`config.mk`:
```
export PLATFORM = sky130hd
export DESIGN_NAME = gatectl_i2c_top
export DESIGN_NICKNAME = d
export VERILOG_FILES = /design/src/rtl/gatectl_i2c_pkg.sv /design/src/rtl/gatectl_i2c_line_sync.sv /design/src/rtl/gatectl_i2c_regs.sv /design/src/rtl/gatectl_i2c_fsm.sv /design/src/rtl/gatectl_i2c_top.sv
export SDC_FILE = /design/constraint.sdc
export NUM_CORES = 1
export LEC_CHECK = 0
export BUFFER_PORTS_ARGS = -buffer_cell sky130_fd_sc_hd__buf_2
export CAP_MARGIN = 0
export CORE_UTILIZATION = 50
export CTS_CLUSTER_DIAMETER = 120
export DETAILED_ROUTE_END_ITERATION = 10
export GPL_ROUTABILITY_DRIVEN = 0
export PLACE_DENSITY_LB_ADDON = 0.25
export RECOVER_POWER = 50
export SYNTH_ARGS = -nofsm -noshare
export SYNTH_HDL_FRONTEND = slang
export SYNTH_HIERARCHICAL = 1
export SYNTH_SLANG_ARGS = --single-unit
export TNS_END_PERCENT = 10
```
`constraint.sdc`:
```
create_clock -name clk_i -period 3.1 [get_ports clk_i]
set_input_delay 0.155 -clock clk_i [delete_from_list [all_inputs] [get_ports clk_i]]
set_output_delay 0.155 -clock clk_i [all_outputs]
set_load 0.02 [all_outputs]
```
`src/rtl/gatectl_i2c_pkg.sv`:
```
package gatectl_i2c_pkg;
  localparam int BYTE_W = 8;
  localparam int CNT_W  = $clog2(BYTE_W + 1);
  localparam logic [3:0] DEV_TYPE = 4'b1010;
  localparam logic [BYTE_W-1:0] PTR_STATUS = 8'h00;
  localparam logic [BYTE_W-1:0] PTR_SHDN   = 8'hFF;
  localparam logic [BYTE_W-1:0] WEL_SET    = 8'h01;
  localparam logic [BYTE_W-1:0] WEL_CLR    = 8'h00;

  typedef enum logic [3:0] {
    ST_IDLE,
    ST_ADDR,
    ST_ADDR_ACK,
    ST_PTR,
    ST_PTR_ACK,
    ST_WDATA,
    ST_WDATA_ACK,
    ST_RDATA,
    ST_RACK,
    ST_WAIT
  } tgt_state_e;
endpackage

```
`src/rtl/gatectl_i2c_line_sync.sv`:
```
module gatectl_i2c_line_sync #(
  parameter int SYNC_STAGES = 2
) (
  input  logic clk_i,
  input  logic rst_ni,
  input  logic scl_i,
  input  logic sda_i,
  output logic scl_o,
  output logic sda_o,
  output logic scl_rise_o,
  output logic scl_fall_o,
  output logic start_o,
  output logic stop_o
);
  // one extra stage beyond the synchroniser gives the previous sample
  localparam int PIPE_W = SYNC_STAGES + 1;

  logic [PIPE_W-1:0] scl_pipe, sda_pipe;

  always_ff @(posedge clk_i or negedge rst_ni) begin
    if (!rst_ni) begin
      scl_pipe <= '1;
      sda_pipe <= '1;
    end else begin
      scl_pipe <= {scl_pipe[PIPE_W-2:0], scl_i};
      sda_pipe <= {sda_pipe[PIPE_W-2:0], sda_i};
    end
  end

  logic scl_now, scl_prev, sda_now, sda_prev;
  assign scl_now  = scl_pipe[SYNC_STAGES-1];
  assign scl_prev = scl_pipe[SYNC_STAGES];
  assign sda_now  = sda_pipe[SYNC_STAGES-1];
  assign sda_prev = sda_pipe[SYNC_STAGES];

  assign scl_o      = scl_now;
  assign sda_o      = sda_now;
  assign scl_rise_o = scl_now & ~scl_prev;
  assign scl_fall_o = ~scl_now & scl_prev;
  assign start_o    = scl_now & scl_prev & sda_prev & ~sda_now;
  assign stop_o     = scl_now & scl_prev & ~sda_prev & sda_now;
endmodule

```
`src/rtl/gatectl_i2c_regs.sv`:
```
module gatectl_i2c_regs
  import gatectl_i2c_pkg::*;
#(
  parameter int GATE_N = 3,
  parameter int SHDN_W = 2
) (
  input  logic              clk_i,
  input  logic              rst_ni,
  input  logic              wr_en_i,
  input  logic [BYTE_W-1:0] ptr_i,
  input  logic [BYTE_W-1:0] wr_data_i,
  input  logic [GATE_N-1:0] gate_stat_i,
  output logic [BYTE_W-1:0] rd_data_o,
  output logic              wel_o,
  output logic [SHDN_W-1:0] shdn_o
);
  logic              wel_q;
  logic [SHDN_W-1:0] shdn_q;

  always_ff @(posedge clk_i or negedge rst_ni) begin
    if (!rst_ni) begin
      wel_q  <= 1'b0;
      shdn_q <= '0;
    end else if (wr_en_i) begin
      if (ptr_i == PTR_STATUS) begin
        if (wr_data_i == WEL_SET)      wel_q <= 1'b1;
        else if (wr_data_i == WEL_CLR) wel_q <= 1'b0;
      end
      if (ptr_i == PTR_SHDN && wel_q) shdn_q <= wr_data_i[SHDN_W-1:0];
    end
  end

  logic [BYTE_W-1:0] status_w, shdn_w;
  always_comb begin
    status_w = '0;
    status_w[GATE_N:1] = gate_stat_i;
    status_w[0] = wel_q;
    shdn_w = '0;
    shdn_w[SHDN_W-1:0] = shdn_q;
    if (ptr_i == PTR_STATUS)    rd_data_o = status_w;
    else if (ptr_i == PTR_SHDN) rd_data_o = shdn_w;
    else                        rd_data_o = '0;
  end

  assign wel_o  = wel_q;
  assign shdn_o = shdn_q;
endmodule

```
`src/rtl/gatectl_i2c_fsm.sv`:
```
module gatectl_i2c_fsm
  import gatectl_i2c_pkg::*;
#(
  parameter int PIN_W = 3
) (
  input  logic              clk_i,
  input  logic              rst_ni,
  input  logic              scl_rise_i,
  input  logic              scl_fall_i,
  input  logic              start_i,
  input  logic              stop_i,
  input  logic              sda_i,
  input  logic [PIN_W-1:0]  addr_pins_i,
  input  logic              wel_i,
  input  logic [BYTE_W-1:0] rd_data_i,
  output logic              sda_oe_o,
  output logic [BYTE_W-1:0] ptr_o,
  output logic              wr_en_o,
  output logic [BYTE_W-1:0] wr_data_o
);
  tgt_state_e        state_q;
  logic [CNT_W-1:0]  cnt_q;
  logic [BYTE_W-1:0] sh_q, tx_q;
  logic              rnw_q;
  logic [2:0]        tx_idx;

  assign tx_idx = 3'(BYTE_W - 2 - int'(cnt_q));

  logic addr_hit;
  assign addr_hit = (sh_q[BYTE_W-1:BYTE_W-4] == DEV_TYPE) &&
                    (sh_q[PIN_W:1] == addr_pins_i);

  always_ff @(posedge clk_i or negedge rst_ni) begin
    if (!rst_ni) begin
      state_q   <= ST_IDLE;
      cnt_q     <= '0;
      sh_q      <= '0;
      tx_q      <= '0;
      rnw_q     <= 1'b0;
      ptr_o     <= '0;
      sda_oe_o  <= 1'b0;
      wr_en_o   <= 1'b0;
      wr_data_o <= '0;
    end else begin
      wr_en_o <= 1'b0;
      if (stop_i) begin
        state_q  <= ST_IDLE;
        sda_oe_o <= 1'b0;
      end else if (start_i) begin
        state_q  <= ST_ADDR;
        cnt_q    <= '0;
        sda_oe_o <= 1'b0;
      end else begin
        case (state_q)
          ST_ADDR, ST_PTR, ST_WDATA: begin
            if (scl_rise_i && cnt_q != CNT_W'(BYTE_W)) begin
              sh_q  <= {sh_q[BYTE_W-2:0], sda_i};
              cnt_q <= cnt_q + 1'b1;
            end else if (scl_fall_i && cnt_q == CNT_W'(BYTE_W)) begin
              cnt_q <= '0;
              if (state_q == ST_ADDR) begin
                if (addr_hit) begin
                  sda_oe_o <= 1'b1;
                  rnw_q    <= sh_q[0];
                  state_q  <= ST_ADDR_ACK;
                end else begin
                  state_q <= ST_WAIT;
                end
              end else if (state_q == ST_PTR) begin
                ptr_o    <= sh_q;
                sda_oe_o <= 1'b1;
                state_q  <= ST_PTR_ACK;
              end else if (ptr_o == PTR_SHDN && !wel_i) begin
                state_q <= ST_WAIT;  // refused: no ack, nothing stored
              end else begin
                sda_oe_o  <= 1'b1;
                wr_en_o   <= 1'b1;
                wr_data_o <= sh_q;
                state_q   <= ST_WDATA_ACK;
              end
            end
          end
          ST_ADDR_ACK: if (scl_fall_i) begin
            cnt_q <= '0;
            if (rnw_q) begin
              tx_q     <= rd_data_i;
              sda_oe_o <= ~rd_data_i[BYTE_W-1];
              state_q  <= ST_RDATA;
            end else begin
              sda_oe_o <= 1'b0;
              state_q  <= ST_PTR;
            end
          end
          ST_PTR_ACK: if (scl_fall_i) begin
            sda_oe_o <= 1'b0;
            state_q  <= ST_WDATA;
          end
          ST_WDATA_ACK: if (scl_fall_i) begin
            sda_oe_o <= 1'b0;
            state_q  <= ST_WAIT;
          end
          ST_RDATA: if (scl_fall_i) begin
            if (cnt_q == CNT_W'(BYTE_W - 1)) begin
              sda_oe_o <= 1'b0;
              state_q  <= ST_RACK;
            end else begin
              sda_oe_o <= ~tx_q[tx_idx];
              cnt_q    <= cnt_q + 1'b1;
            end
          end
          ST_RACK: if (scl_fall_i) state_q <= ST_WAIT;
          default: ;
        endcase
      end
    end
  end
endmodule

```
`src/rtl/gatectl_i2c_top.sv`:
```
module gatectl_i2c_top
  import gatectl_i2c_pkg::*;
#(
  parameter int SYNC_STAGES = 2,
  parameter int PIN_W       = 3,
  parameter int GATE_N      = 3,
  parameter int SHDN_W      = 2
) (
  input  logic              clk_i,
  input  logic              rst_ni,
  input  logic              scl_i,
  input  logic              sda_i,
  output logic              sda_oe_o,
  input  logic [PIN_W-1:0]  addr_pins_i,
  input  logic [GATE_N-1:0] gate_stat_i,
  output logic [SHDN_W-1:0] shdn_o
);
  logic scl_s, sda_s, scl_rise, scl_fall, start_det, stop_det;
  logic wel_w, wr_en_w;
  logic [BYTE_W-1:0] ptr_w, wr_data_w, rd_data_w;

  gatectl_i2c_line_sync #(.SYNC_STAGES(SYNC_STAGES)) u_sync (
    .clk_i, .rst_ni, .scl_i, .sda_i,
    .scl_o(scl_s), .sda_o(sda_s),
    .scl_rise_o(scl_rise), .scl_fall_o(scl_fall),
    .start_o(start_det), .stop_o(stop_det)
  );

  gatectl_i2c_fsm #(.PIN_W(PIN_W)) u_fsm (
    .clk_i, .rst_ni,
    .scl_rise_i(scl_rise), .scl_fall_i(scl_fall),
    .start_i(start_det), .stop_i(stop_det),
    .sda_i(sda_s), .addr_pins_i,
    .wel_i(wel_w), .rd_data_i(rd_data_w),
    .sda_oe_o, .ptr_o(ptr_w),
    .wr_en_o(wr_en_w), .wr_data_o(wr_data_w)
  );

  gatectl_i2c_regs #(.GATE_N(GATE_N), .SHDN_W(SHDN_W)) u_regs (
    .clk_i, .rst_ni,
    .wr_en_i(wr_en_w), .ptr_i(ptr_w), .wr_data_i(wr_data_w),
    .gate_stat_i, .rd_data_o(rd_data_w),
    .wel_o(wel_w), .shdn_o
  );
endmodule

```
## Word level (Yosys, flattened, before mapping)

Index checks and enable logic that the tools add are counted.

- Bits in registers: 52
- Input port bits: 10
- Output and inout port bits: 3
- Word-level logic and storage cells: 139

- Equal/unequal tests: 29
- Reduce and logical (&&, ||, !) cells: 25
- Order comparisons: 1
- Bitwise operators: 19
- Mux-type cells: 50
- Add/subtract/negate cells: 2

Operator list:

| cell | number |
|---|---|
| $mux 4 | 19 |
| $mux 1 | 24 |
| $reduce_and 8->1 | 3 |
| $eq 4x3->1 const B | 5 |
| $ne 4x3->1 const B | 5 |
| $pmux 4 s5 | 1 |
| $logic_not 8->1 | 2 |
| $reduce_and 7->1 | 2 |
| $eq 4x4->1 const B | 3 |
| $not 1->1 | 12 |
| $pmux 4 s3 | 1 |
| $eq 4x2->1 const B | 2 |
| $eq 8x1->1 const B | 1 |
| $eq 8x8->1 const B | 1 |
| $mux 8 | 1 |
| $ne 4x1->1 const B | 2 |
| $ne 4x4->1 const B | 2 |
| $and 1x1->1 | 7 |
| $reduce_bool 7->1 | 1 |
| $ne 3x2->1 const B | 2 |
| $ne 6x4->1 const B | 1 |
| $reduce_and 6->1 | 1 |
| $reduce_bool 6->1 | 1 |
| $logic_and 1x1->1 | 5 |
| 21 further kinds | 22 |

## Depth between registers and ports, before layout

- Depth after elaboration: 10
- Gate-level depth with buffers: 7
- Gate-level depth less buffers: 7

## Cells and area by module

The synthesis kept the hierarchy.

By module, submodules not included:

| module | cells each | instances | area each (um2) | sequential area each (um2) |
|---|---|---|---|---|
| gatectl_i2c_fsm | 202 | 1 | 2294.7 | 1076.0 |
| gatectl_i2c_regs | 26 | 1 | 250.2 | 75.1 |
| gatectl_i2c_line_sync | 10 | 1 | 190.2 | 157.7 |

## Worst setup path after synthesis

No wires, ideal clock.

- Kind: register to register
- Start point: register u_sync.sda_pipe[2]
- End point: register u_fsm.ptr_o[0]
- Stages on the path, launching flop included: 7
- Setup time: 0.125 ns
- Path buffers: 0
- Required time: 2.975 ns
- Path slack: 0.848 ns
- Arrival: 2.128 ns
- Period minus slack after synthesis: 2.252 ns
- Path through: dfstp_2 -> and4b_1 -> or2_1 -> nor3_2 -> nand3_1 -> nor4_4 -> mux2_2

- Word-level cells in the longest chain between the ends: 5
- Elaborated cells between the ends (all ways): 8
- Those cells by class: bitwise (7); reduce/logical (1)

RTL lines:

| what | line | source |
|---|---|---|
| start, declared | gatectl_i2c_line_sync.sv:18 | `logic [PIPE_W-1:0] scl_pipe, sda_pipe;` |
| start signal, assigned | gatectl_i2c_line_sync.sv:26 | `sda_pipe <= {sda_pipe[PIPE_W-2:0], sda_i};` |
| $not 1->1 | gatectl_i2c_line_sync.sv:41 | `assign stop_o = scl_now & scl_prev & ~sda_prev & sda_now;` |
| $and 1x1->1 (2 in series) | gatectl_i2c_line_sync.sv:41 |  |
| via stop_det | gatectl_i2c_top.sv:18 | `logic scl_s, sda_s, scl_rise, scl_fall, start_det, stop_det;` |
| $not 1->1 (no source line) | - |  |
| $reduce_and 7->1 (no source line) | - |  |
| end signal, assigned | gatectl_i2c_fsm.sv:70 | `ptr_o <= sh_q;` |
| end, declared | gatectl_i2c_fsm.sv:17 | `output logic [BYTE_W-1:0] ptr_o,` |

The timed path passes the listed nets, and every way through them passes these cells.
A chain may end at the register's enable or synchronous reset.

## Worst setup path in the final report

- Start point: register u_sync.sda_pipe[2]
- End point: register u_fsm.ptr_o[4]

The elaborated chain is that of the path after synthesis.

==> results.json <==
{
  "outcome": "finished with violations",
  "violations": "capacitance limit, slew limit",
  "synthCells": 238,
  "crit_path_end_kind": "register",
  "sequentialPowerShare_pct": 49.5,
  "grt_antenna_before_repair": 0,
  "wire_per_inst_um": 15.62,
  "die_x_um": 75.96,
  "yosysSeqAreaShare_pct": 47.85,
  "yosysUniqueCellTypes": 63,
  "grt_overflow": 0,
  "row_count": 26,
  "yosys_warnings": 6,
  "p_per_area_nw_per_um2": 663.8,
  "n_antenna_cell": 0,
  "cts_max_path_buffers": 2,
  "track_usage_pct": 18.61,
  "final_common_cell": "dfrtp_1",
  "synthesis.area_um2": 2735,
  "crit_path_start_kind": "register",
  "crit_end": "u_fsm/ptr_o[4]$_DFFE_PN0P_",
  "clkPwrFrac_pct": 18.5,
  "drt_iter0_markers": 145,
  "setup_viol_count_final": 0,
  "vdd_drop_max_mv": 0.4176,
  "r2r-start": "u_sync/sda_pipe[2]$_DFF_PN1_",
  "finalCritPeriodShare_pct": 81.29,
  "crit_type": "register to register",
  "cts_tree": "built",
  "grt_max_degree": 43,
  "seq_area_um2": 1309,
  "first_global_vias": 1774,
  "postRouteAntennaNets": 0,
  "root_buffer": "clkbuf_8",
  "worstMarginPinSlew_ns": 2.193,
  "synth-seq-cells": 52,
  "drive_gt1_share_pct": 26.38,
  "die_y_um": 75.96,
  "hpwl_mm": 3.594,
  "setup.worst_path.start": "u_sync/sda_pipe[2]$_DFF_PN1_",
  "die_area_um2": 5770,
  "start_util_pct": 52.88,
  "r2r-end": "u_fsm/ptr_o[4]$_DFFE_PN0P_",
  "multi_input_area_um2": 1349,
  "hold_violations": 0,
  "drv_cap": 1,
  "cts_resized": 0,
  "p_leak_uw": 0.001292,
  "maxSlewHeadroom_pct": -46.22,
  "hold_class": "input pin to register",
  "viasPerCell": 5.892,
  "drc": 0,
  "rsz0062_at_grt": "false",
  "max_freq_mhz": 396.8,
  "yosys.area.top_type_share_pct": 42.09,
  "io_buffers": 12,
  "synth_area_leader_cell": "dfrtp_1",
  "cts-htree-levels": 2,
  "ys.flop_type": "dfrtp_1",
  "coreArea_um2": 5172,
  "rr_worst_depth": 6,
  "cp_max_fo": 8,
  "syn_avg_cell_area_um2": 11.49,
  "fin_skew_ns": 0.008627,
  "grt_pass1_wl_mm": 8.652,
  "finalSetupTns_ns": 0,
  "switchingPower_uw": 717.0,
  "worstPathArrival_ns": 2.70,
  "synth_area_leaders": "dfrtp_1, mux2_2, dfstp_2",
  "nets": 265,
  "maxSlewViolCount": 43,
  "firstDrtPassIters": 4,
  "power.total_uw": 1956,
  "fill_cells": 427,
  "cts_setup_buffers": 0,
  "post_dp_cell_area_um2": 2850,
  "critPathRequiredTime_ns": 3.28,
  "wl_mm": 5.062,
  "p_int_uw": 1239,
  "layout_common_cells": "dfrtp_1, mux2_2, nand2_1",
  "area_growth_pct": 7.731,
  "period_minus_slack_ns": 2.520,
  "clk_pin_slew_ns": 0.09,
  "power_frac_comb_pct": 32.0,
  "design_area_um2": 2947,
  "ios": 13,
  "vias": 1909,
  "async_flop_share_pct": 100.0,
  "rrSetupSlack_ns": 0.58,
  "clkLatencyLatePin_ns": 0.29,
  "switching_share_pct": 36.65,
  "numCtsBuffers": 5,
  "synth_edf_count": 0,
  "clock_sinks": 52
}
[flip-flops by register name, indices dropped and copies added (netlist names)]
register         count
u_fsm/ptr_o          8
u_fsm/sh_q           8
u_fsm/tx_q           8
u_fsm/wr_data_o      8
u_fsm/cnt_q          4
u_fsm/state_q        4
u_sync/scl_pipe      3
u_sync/sda_pipe      3
u_regs/shdn_o        2
u_fsm/rnw_q          1
u_fsm/sda_oe_o       1
u_fsm/wr_en_o        1
u_regs/wel_o         1
[worst min path at each step]
stage / end / cells past startpoint / slack (ns) / start
final: u_fsm/tx_q[3]$_DFFE_PN0P_ / 3 / 0.19 / gate_stat_i[2]
after global routing: u_fsm/tx_q[2]$_DFFE_PN0P_ / 3 / 0.20 / gate_stat_i[1]
after CTS: u_fsm/sda_oe_o$_DFFE_PN0P_ / 1 / 0.02 / rst_ni
after detailed placement: u_sync/scl_pipe[0]$_DFF_PN1_ / 1 / 0.26 / scl_i
after global placement: u_sync/scl_pipe[0]$_DFF_PN1_ / 1 / 0.26 / scl_i
after floorplan: u_fsm/cnt_q[0]$_DFFE_PN0P_ / 0 / -0.14 / rst_ni
[cell type report]
type | count | share of cell area [%]
Clock buffer | 7 | 2.590
Inverter | 6 | 0.7643
Sequential cell | 52 | 44.42
Clock inverter | 1 | 0.1699
Timing Repair Buffer | 17 | 3.312
Multi-Input combinational cell | 171 | 45.77
Tap cell | 70 | 2.972
[cells by family (layout without fill, tap and decap cells)]
logic type | Yosys count | count (layout) | share of synthesized area [%]
multiplexers | 39 | 39 | 16.83
buffers and inverters | 18 | 31 | 3.248
AND/OR/NAND/NOR | 72 | 72 | 16.33
AO/OA/AOI/OAI | 49 | 49 | 13.08
other | 1 | 4 | 0.1371
XOR/XNOR | 5 | 5 | 1.601
flip-flops | 52 | 52 | 47.85
adder cells (fa/ha/maj) | 2 | 2 | 0.9148
[metrics by stage]
step | cells | setup slack [ns] | hold WS [ns] | util (%)
after global routing | 324 | 0.4157 | 0.2028 | 56.97
after detailed placement | 314 | 0.6058 | 0.2635 | 55.10
after floorplan | 241 | 0.8476 | -0.1406 | -
after global placement | 314 | 0.6658 | 0.2601 | 55.10
after CTS | 324 | 0.5960 | 0.01756 | 57.06
final | 324 | 0.5799 | 0.1924 | 56.97
[repair_timing]
item                                   CTS  global route
hold buffers                             2             0
setup endpoints to repair                0             0
endpoints found under the hold margin    2             0
[cells in the mapped netlist (4+ instances only)]
cell,n
a21oi_1,6
buf_2,5
buf_4,4
dfrtp_1,46
dfstp_2,6
inv_1,6
mux2_2,35
nand2_1,12
nand2b_1,6
nand3_1,5
nand4_1,5
nor2_1,8
nor2b_1,4
nor3_1,6
o21ai_0,8
or3_1,4
xnor2_1,5
[worst max-delay path, stage by stage (launching register included)]
cell and delay [ns]:
dfstp_2 0.53, and4b_1 0.27, or2_1 0.27, nor3_2 0.19, nand3_1 0.19, nor4_4 0.56
mux2_2 0.40
[routing by layer]
metal	up-vias	wire, um	track usage [%]
met2	31	2427	29.36
met3	8	152	2.771
li1	928	-	-
met1	942	2410	26.56
met5	-	0	0
met4	0	72	5.769
[power groups by stage]
stage / Combinational, uW / Clock (uW) / Sequential (uW)
4_1_cts: 626 / 378 / 967
3_5_place_dp: 620 / 0 / 979
2_1_floorplan: 592 / 0 / 855
5_1_grt: 695 / 402 / 988
6_report: 626 / 362 / 968
3_3_place_gp: 623 / 0 / 977
Note: power is estimated with default switching activity, not from simulation.
